File: src/rtl/exc_entry_pkg.sv
package exc_entry_pkg;
  typedef enum logic [2:0] {
    ST_HOLD, ST_IDLE, ST_SPDEC, ST_PUSH, ST_FETCH, ST_WAIT, ST_LOAD
  } seq_st_t;

  typedef enum logic [1:0] {
    SRC_NONE, SRC_RESET, SRC_IRQ, SRC_TRAP
  } exc_src_t;
endpackage

File: src/rtl/exc_entry_arb.sv
module exc_entry_arb
  import exc_entry_pkg::*;
#(
  parameter int VEC_W     = 8,
  parameter int TRAP_W    = 2,
  parameter int TRAP_BASE = 8,
  parameter int CCR_W     = 8,
  parameter int IMASK_BIT = 7
) (
  input  logic              clk,
  input  logic              res_n,
  input  logic              idle,
  input  logic              chk,
  input  logic              insn_end,
  input  logic              insn_ccr_wr,
  input  logic              irq_valid,
  input  logic [VEC_W-1:0]  irq_vec,
  input  logic              trap_valid,
  input  logic [TRAP_W-1:0] trap_num,
  input  logic [CCR_W-1:0]  ccr_in,
  output logic              take,
  output exc_src_t          take_src,
  output logic [VEC_W-1:0]  take_vec,
  output logic              irq_ready,
  output logic              trap_ready
);
  logic decide, irq_ok;

  // decision point: idle and either an instruction boundary or end of entry
  assign decide = idle && (insn_end || chk);
  assign irq_ok = irq_valid && !ccr_in[IMASK_BIT] && !(insn_end && insn_ccr_wr);

  always_comb begin
    irq_ready  = 1'b0;
    trap_ready = 1'b0;
    take_src   = SRC_NONE;
    take_vec   = '0;
    if (decide) begin
      if (irq_ok) begin
        irq_ready = 1'b1;
        take_src  = SRC_IRQ;
        take_vec  = irq_vec;
      end else if (trap_valid) begin
        trap_ready = 1'b1;
        take_src   = SRC_TRAP;
        take_vec   = VEC_W'(TRAP_BASE) + VEC_W'(trap_num);
      end
    end
  end
  assign take = irq_ready || trap_ready;

  // a boundary that writes the CCR never admits an interrupt
  p_ccr_write_blocks_r4: assert property (@(posedge clk) disable iff (!res_n)
    (insn_end && insn_ccr_wr) |-> !irq_ready);
  // nothing is taken while a sequence runs
  p_no_take_busy_r3: assert property (@(posedge clk) disable iff (!res_n)
    !idle |-> !(irq_ready || trap_ready));
endmodule

File: src/rtl/exc_entry_fsm.sv
module exc_entry_fsm
  import exc_entry_pkg::*;
(
  input  logic     clk,
  input  logic     res_n,
  input  logic     take,
  input  exc_src_t take_src,
  input  logic     mem_req_ready,
  input  logic     mem_rsp_valid,
  output seq_st_t  state,
  output logic     chk
);
  exc_src_t src_q;
  logic     chk_q;

  always_ff @(posedge clk) begin
    if (!res_n) begin
      state <= ST_HOLD;
      src_q <= SRC_RESET;
      chk_q <= 1'b0;
    end else begin
      chk_q <= 1'b0;
      unique case (state)
        ST_HOLD:  state <= ST_FETCH;
        ST_IDLE:  if (take) begin
                    state <= ST_SPDEC;
                    src_q <= take_src;
                  end
        ST_SPDEC: state <= ST_PUSH;
        ST_PUSH:  if (mem_req_ready) state <= ST_FETCH;
        ST_FETCH: if (mem_req_ready) state <= ST_WAIT;
        ST_WAIT:  if (mem_rsp_valid) state <= ST_LOAD;
        ST_LOAD:  begin
                    state <= ST_IDLE;
                    chk_q <= (src_q != SRC_RESET);
                  end
        default:  state <= ST_HOLD;
      endcase
    end
  end

  assign chk = chk_q;

  // the reset entry leaves no decision point behind it
  p_no_check_after_reset_r5: assert property (@(posedge clk) disable iff (!res_n)
    (state == ST_LOAD && src_q == SRC_RESET) |=> !chk);
  // the end-of-entry decision point only exists in idle
  p_check_in_idle_r12: assert property (@(posedge clk) disable iff (!res_n)
    chk |-> state == ST_IDLE);
endmodule

File: src/rtl/exc_entry_ctx.sv
module exc_entry_ctx #(
  parameter int VEC_W  = 8,
  parameter int PC_W   = 24,
  parameter int CCR_W  = 8,
  parameter int SP_W   = 32,
  localparam int WORD_W  = CCR_W + PC_W,
  localparam int SP_STEP = WORD_W / 8
) (
  input  logic              clk,
  input  logic              res_n,
  input  logic              take,
  input  logic [VEC_W-1:0]  take_vec,
  input  logic [PC_W-1:0]   pc_in,
  input  logic [CCR_W-1:0]  ccr_in,
  input  logic [SP_W-1:0]   sp_in,
  input  logic              sp_step,
  input  logic              rsp_take,
  input  logic [WORD_W-1:0] rsp_data,
  output logic [PC_W-1:0]   pc_q,
  output logic [CCR_W-1:0]  ccr_q,
  output logic [VEC_W-1:0]  vec_q,
  output logic [SP_W-1:0]   sp_q,
  output logic [SP_W-1:0]   sp_dec,
  output logic [PC_W-1:0]   newpc_q
);
  assign sp_dec = sp_in - SP_W'(SP_STEP);

  always_ff @(posedge clk) begin
    if (!res_n) begin
      pc_q    <= '0;
      ccr_q   <= '0;
      vec_q   <= '0;
      sp_q    <= '0;
      newpc_q <= '0;
    end else begin
      if (take) begin
        pc_q  <= pc_in;
        ccr_q <= ccr_in;
        vec_q <= take_vec;
      end
      if (sp_step)  sp_q    <= sp_dec;
      if (rsp_take) newpc_q <= rsp_data[PC_W-1:0];
    end
  end

  // a fetched vector word must be fully defined
  p_rsp_defined_r8: assert property (@(posedge clk) disable iff (!res_n)
    rsp_take |-> !$isunknown(rsp_data));
  // the push address follows the decremented stack pointer
  p_sp_capture_r7: assert property (@(posedge clk) disable iff (!res_n)
    sp_step |=> sp_q == $past(sp_dec));
endmodule

File: src/rtl/exc_entry_top.sv
module exc_entry_top
  import exc_entry_pkg::*;
#(
  parameter int VEC_W     = 8,
  parameter int TRAP_W    = 2,
  parameter int TRAP_BASE = 8,
  parameter int PC_W      = 24,
  parameter int CCR_W     = 8,
  parameter int SP_W      = 32,
  parameter int IMASK_BIT = 7,
  localparam int WORD_W    = CCR_W + PC_W,
  localparam int SP_STEP   = WORD_W / 8,
  localparam int VEC_SHIFT = $clog2(SP_STEP)
) (
  input  logic              clk,
  input  logic              res_n,
  input  logic              insn_end,
  input  logic              insn_ccr_wr,
  input  logic              irq_valid,
  input  logic [VEC_W-1:0]  irq_vec,
  output logic              irq_ready,
  input  logic              trap_valid,
  input  logic [TRAP_W-1:0] trap_num,
  output logic              trap_ready,
  input  logic [PC_W-1:0]   pc_in,
  input  logic [CCR_W-1:0]  ccr_in,
  input  logic [SP_W-1:0]   sp_in,
  output logic              busy,
  output logic              sp_wr_en,
  output logic [SP_W-1:0]   sp_wr_data,
  output logic              ccr_wr_en,
  output logic [CCR_W-1:0]  ccr_wr_data,
  output logic              pc_load,
  output logic [PC_W-1:0]   pc_new,
  output logic              mem_req_valid,
  input  logic              mem_req_ready,
  output logic              mem_req_we,
  output logic [SP_W-1:0]   mem_req_addr,
  output logic [WORD_W-1:0] mem_req_wdata,
  input  logic              mem_rsp_valid,
  input  logic [WORD_W-1:0] mem_rsp_data
);
  seq_st_t          state;
  exc_src_t         take_src;
  logic             take, chk, idle, push, fetch;
  logic [VEC_W-1:0] take_vec, vec_q;
  logic [PC_W-1:0]  pc_q;
  logic [CCR_W-1:0] ccr_q;
  logic [SP_W-1:0]  sp_q;

  assign idle  = (state == ST_IDLE);
  assign push  = (state == ST_PUSH);
  assign fetch = (state == ST_FETCH);

  exc_entry_arb #(
    .VEC_W(VEC_W), .TRAP_W(TRAP_W), .TRAP_BASE(TRAP_BASE),
    .CCR_W(CCR_W), .IMASK_BIT(IMASK_BIT)
  ) u_arb (
    .clk(clk), .res_n(res_n), .idle(idle), .chk(chk),
    .insn_end(insn_end), .insn_ccr_wr(insn_ccr_wr),
    .irq_valid(irq_valid), .irq_vec(irq_vec),
    .trap_valid(trap_valid), .trap_num(trap_num), .ccr_in(ccr_in),
    .take(take), .take_src(take_src), .take_vec(take_vec),
    .irq_ready(irq_ready), .trap_ready(trap_ready)
  );

  exc_entry_fsm u_fsm (
    .clk(clk), .res_n(res_n), .take(take), .take_src(take_src),
    .mem_req_ready(mem_req_ready), .mem_rsp_valid(mem_rsp_valid),
    .state(state), .chk(chk)
  );

  exc_entry_ctx #(
    .VEC_W(VEC_W), .PC_W(PC_W), .CCR_W(CCR_W), .SP_W(SP_W)
  ) u_ctx (
    .clk(clk), .res_n(res_n), .take(take), .take_vec(take_vec),
    .pc_in(pc_in), .ccr_in(ccr_in), .sp_in(sp_in),
    .sp_step(state == ST_SPDEC),
    .rsp_take((state == ST_WAIT) && mem_rsp_valid),
    .rsp_data(mem_rsp_data),
    .pc_q(pc_q), .ccr_q(ccr_q), .vec_q(vec_q), .sp_q(sp_q),
    .sp_dec(sp_wr_data), .newpc_q(pc_new)
  );

  assign busy          = !idle;
  assign sp_wr_en      = (state == ST_SPDEC);
  assign pc_load       = (state == ST_LOAD);
  assign mem_req_valid = push || fetch;
  assign mem_req_we    = push;
  assign mem_req_addr  = push ? sp_q : (SP_W'(vec_q) << VEC_SHIFT);
  assign mem_req_wdata = push ? {ccr_q, pc_q} : '0;
  assign ccr_wr_en     = push && mem_req_ready;
  assign ccr_wr_data   = ccr_q | CCR_W'(1 << IMASK_BIT);

  // reset pin low keeps the block quiet and busy
  p_reset_quiet_r1: assert property (@(posedge clk)
    !res_n |=> (busy && !mem_req_valid && !pc_load));
  // at most one source is granted per cycle
  p_single_grant_r2: assert property (@(posedge clk) disable iff (!res_n)
    !(irq_ready && trap_ready));
  // an interrupt only at a boundary or right after an entry
  p_irq_at_point_r3: assert property (@(posedge clk) disable iff (!res_n)
    irq_ready |-> (insn_end || $past(pc_load)));
  // a masked interrupt is never taken
  p_mask_holds_r6: assert property (@(posedge clk) disable iff (!res_n)
    ccr_in[IMASK_BIT] |-> !irq_ready);
  // a stalled request holds still
  p_req_stable_r10: assert property (@(posedge clk) disable iff (!res_n)
    (mem_req_valid && !mem_req_ready) |=>
      (mem_req_valid && $stable(mem_req_addr) && $stable(mem_req_we) && $stable(mem_req_wdata)));
  // a grant is followed by busy
  p_busy_after_take_r11: assert property (@(posedge clk) disable iff (!res_n)
    (irq_ready || trap_ready) |=> busy);
endmodule

File: config.mk
export PLATFORM = sky130hd
export DESIGN_NAME = exc_entry_top
export DESIGN_NICKNAME = d
export VERILOG_FILES = /design/src/rtl/exc_entry_pkg.sv /design/src/rtl/exc_entry_arb.sv /design/src/rtl/exc_entry_fsm.sv /design/src/rtl/exc_entry_ctx.sv /design/src/rtl/exc_entry_top.sv
export SDC_FILE = /design/constraint.sdc
export NUM_CORES = 1
export LEC_CHECK = 0
export CORE_MARGIN = 10
export CORE_UTILIZATION = 36
export CTS_CLUSTER_SIZE = 30
export DETAILED_ROUTE_END_ITERATION = 16
export GPL_TIMING_DRIVEN = 0
export PLACE_DENSITY = 0.77
export SYNTH_ARGS = -nofsm -noshare
export SYNTH_HDL_FRONTEND = slang
export SYNTH_SLANG_ARGS = --single-unit
File: constraint.sdc
create_clock -name clk -period 2.2 [get_ports clk]
set_input_delay 0.22 -clock clk [delete_from_list [all_inputs] [get_ports clk]]
set_output_delay 0.22 -clock clk [all_outputs]
set_load 0.02 [all_outputs]
# Word level (Yosys, flattened, before mapping)
# Cells that the tools add are included.
# Widths: inputs -> output; s select.
# totals
regBits	102
in_bits	114
output_inout_bits	136
word_cells	55
# op_classes
add_sub_neg	2
n_eq_ne	11
n_mux	18
n_reduce_logical	16
# op_table
cell	count
$mux 32	2
$sub 32x3->32 const B	1
$mux 8	3
$pmux 3 s7	1
$mux 3	4
$eq 3x3->1 const B	3
$ne 2x2->1 const B	4
$eq 3x2->1 const B	2
$logic_and 1x1->1	6
$mux 2	3
$add 4x2->5 const A	1
$mux 1	5
$reduce_and 2->1	2
$reduce_and 4->1	1
$eq 3x1->1 const B	1
$logic_not 1->1	3
$logic_not 3->1	1
$logic_or 1x1->1	3
$ne 2x1->1 const B	1

# Longest topological paths before layout
# depth
depth_word	8
depth_mapped	9
mapped_depth_nobuf	7

# Modules after synthesis
# Synthesis repeated with hierarchy kept, for this count alone.
# unflattened
cells_unflattened	573
hier_area_um2	5104.9
# by_module_without_submodules
mod	n_inst	cells_each	area_each_um2	seq_area_each_um2
exc_entry_ctx	1	435	4038.9	1921.8
exc_entry_top	1	82	618.1	0.0
exc_entry_fsm	1	29	271.5	120.1
exc_entry_arb	1	27	176.4	0.0

# Worst setup path before layout
# OpenSTA, ideal clock, no wires.
# synth_path
path_kind	input-to-output
startpoint	input sp_in[2]
endpoint	output sp_wr_data[14]
t_arrival_ns	2.165
t_required_ns	1.980
setup_slack_ns	-0.185
path_stages	9
n_path_buf	2
path_cell_list	inv_1 -> ha_1 -> or4b_1 -> buf_2 -> or2_1 -> buf_6 -> or3_1 -> xor2_1 -> inv_1
# synth_between
elab_chain_cells	1
# synth_lines
item	line	text
start: declaration	exc_entry_top.sv:27	input logic [SP_W-1:0] sp_in,
$sub 32x3->32	exc_entry_ctx.sv:26	assign sp_dec = sp_in - SP_W'(SP_STEP);
end: declaration	exc_entry_top.sv:30	output logic [SP_W-1:0] sp_wr_data,
# Every way passes these cells.

# Final worst setup path
# Same ends and word-level chain as after synthesis.

==> summary.txt <==
Logic synthesis
  • Syn Nets: 750
  • Synth Register Bits: between 100 and 150
  • Top_reg_cell synth: dfxtp_1
  • Netlist Area Pre-Place: 4850 sq um
  • Post-Synthesis Cells: about 640
  • Synth warn: 0
  • Count leader, synth: nand2_1
  • Post-synth top area share: 0.421
  • Largest cells by area after synthesis: dfxtp_1 (42%), nand2_1 (10%), a21oi_1 (8.0%)
  • Synth unique cells: 45
  • Area leader, netlist: dfxtp_1
  • Most frequent cells after synthesis: nand2_1 (130), dfxtp_1 (102), a21oi_1 (77), and3_1 (59), clkbuf_1 (43)
  • Seq/Total Area, Yosys: 0.421
  • Async SR Flop Fraction: 0
  • Post-synth EDFFs: 0
  • Post-Syn Area per Cell: roughly 7.6 sq um

Layout
  • Layout Utilization: 0.634
  • Fin cells: 1105
  • Area Overhead vs Synth: 72.6%
  • Nets: 1038
  • Share of layout cells above drive strength 1: 0.213

Placed design
  • Pre-CTS WS: -1.24 ns
  • GP Congestion: 0.914
  • IO buf count: between 200 and 250
  • Placed insts: 1050
  • Detailed placement HPWL: ~15000 microns

Timing
  • Crit share post-route: 1.10
  • Final worst setup slack: -0.210 ns
  • Hold Fails Final Rpt: 0
  • Worst-margin pin slew: between 0.7 and 0.8 ns
  • Max frequency: just over 400 MHz
  • Final setup violation count: 11
  • Max_slew headroom: 0.525
  • Fin crit period: between 2 and 2.5 ns
  • Slew Viols, Final: 0
  • RSZ-0062 raised after global routing: true
  • Clk_skew: 0.00741 ns

CTS
  • CTS tree: done
  • Clock sinks: 102
  • Clock Latency Late Sink: between 0.3 and 0.4 ns
  • Max clock buf depth: 2
  • Total CTS buffers: 9
  • Clk pin slew, worst setup/hold paths: around 0.07 ns
  • H-tree depth: 3
  • Clock root buffer: clkbuf_16

Detailed routing
  • DR vias/cell: ~5
  • First-pass iteration count of the detailed router: 5
  • Via count: 5539
  • DR WL/cell: roughly 18 microns
  • Antenna viol nets, final: 0
  • Initial DRC count: ~270
  • WL final: 20300 microns
  • DRC viols: 0

Setup path
  • Critical path fanouts, max: 8
  • Startpoint types: primary input
  • WS Path Type: primary input to output port
  • Worst reg-to-reg path cell count: 7
  • Critical Path AT: 2.19 ns
  • Setup crit end kind: output port
  • Required @ worst endpoint: slightly below 2 ns

Outcome
  • Failing checks: negative setup slack
  • Outcome: finished, violations left

Run
  • MaxCap Viol Count: 0

Floorplan
  • Die area: about 19000 sq um
  • Row cnt: 42
  • Initial Util: 0.367
  • Number of I/O pins: between 200 and 300
  • Die H: between 100 and 150 microns
  • Core outline area: roughly 13000 sq um
  • Die width: 136 microns

Global route
  • Initial antenna violation count: 2
  • Number of global-route vias before repair: around 5500
  • All-layer global routing usage: 0.205
  • First-pass GRT wire length: about 30000 microns
  • GRT overflow: 0
  • Largest net degree at the start of global routing: 17

Power
  • Worst vdd ir: 0.000326 V
  • Post-layout total power: approximately 4.3 mW
  • Comb pwr share: 0.189
  • Seq pwr share: 0.445
  • Sw frac: 0.270
  • P_sw: 1.17 mW
  • Pleak: ~3.7 nW
  • Int Power: ~3.2 mW
  • Clock power share: 0.367
  • Pwr/cell area: about 520 nW/um^2

Hold path
  • Worst Hold Class: primary input to flop
  • Hold path depth: 3
## power groups by stage
stage               Clock [mW]  Sequential, mW  Combinational, mW
floorplan                    0            1.97              0.305
detailed placement           0            1.96              0.748
CTS                       1.63            1.93              0.788
global route              1.68            1.94              0.878
global placement             0            1.96              0.745
finish                    1.59            1.93              0.820
## placed cells by master, fill, tap and decap left out, drive strengths merged, types with 2 or more instances in the layout
cell,netlist,layout
xnor2,13,13
clkdlybuf4s15,0,15
diode,0,2
a22oi,5,5
dlygate4sd2,0,66
clkinvlp,0,3
a211oi,10,10
and3,59,59
nand3,8,8
a211o,2,2
dlymetal6s2s,0,4
mux2i,4,4
xor2,12,12
buf,15,77
clkbuf,43,62
nor3,13,13
or3,8,8
a21oi,77,77
nor4,8,8
nand2,130,130
inv,30,30
o21ai,20,20
or4,3,3
o22ai,2,2
a311oi,2,2
nor2b,2,2
a2111oi,2,2
and2,2,2
o21a,2,2
mux2,8,8
clkdlybuf4s50,0,121
nor2,38,38
dfxtp,102,102
nand2b,4,4
## final timing paths
check / end / startpoint / slack (ns)
worst max register to register: u_ctx.pc_q[7] / u_fsm.state[0] / 0.29
worst min-delay path: u_ctx.sp_q[2] / sp_in[2] / 0.15
worst max-delay path: sp_wr_data[14] / sp_in[2] / -0.21
worst min register to register: u_ctx.pc_q[2] / u_ctx.pc_q[2] / 0.45
## per-stage QoR
step | instance area [sq um] | hold slack [ns] | TNS [ns]
after floorplan | 4860 | 0.316 | -0.0940
final | 8360 | 0.155 | -1.13
after CTS | 8200 | 0.144 | -0.998
after global placement | 7470 | 0.437 | -71.72
after detailed placement | 7470 | 0.443 | -75.14
after global routing | 8360 | 0.162 | -1.80
## layer usage
metal / GRT usage / wire (microns) / vias up
li1: - / - / 2694
met5: 0 / 0 / -
met4: 0.0923 / 731 / 0
met2: 0.345 / 9800 / 219
met3: 0.0539 / 1630 / 45
met1: 0.240 / 8140 / 2581
## logic make-up after synthesis
group	share of synthesized area
other cells	0.000774
simple gates	0.279
mux	0.0269
flops	0.421
buf+inv	0.0780
xor+xnor	0.0452
fa+ha+maj	0.00258
compound gates	0.146
## state kept, by name, indices dropped and copies added (netlist names)
name / flops
u_ctx.sp_q: 32
u_ctx.newpc_q: 24
u_ctx.pc_q: 24
u_ctx.ccr_q: 8
u_ctx.vec_q: 8
u_fsm.state: 3
u_fsm.src_q: 2
u_fsm.chk: 1
## worst max-delay path: stages
cell and delay (ns):
buf_8 0.10, clkinvlp_4 0.08, ha_4 0.12, or4b_4 0.50, or2_1 0.27, buf_6 0.15, or3_4 0.39, xor2_4 0.17
inv_2 0.06, buf_6 0.13
## area by class of cell
class                           count  area [sq um]
Antenna cell                        2          5.00
Buffer                             54           307
Clock buffer                       10           229
Clock inverter                      5          58.8
Fill cell                        1173          4830
Inverter                           30           116
Multi-Input combinational cell    445          2800
Sequential cell                   102          2050
Tap cell                          176           220
Timing Repair Buffer              281          2570
## what timing repair did
action,in CTS,in global routing
endpoints found under the setup margin,154,59
gates cloned,0,0
buffers inserted,29,13
pin swaps,20,14
gates resized for setup,300,57
hold buffers,0,0
No activity file was read; power rests on OpenSTA's default activity.
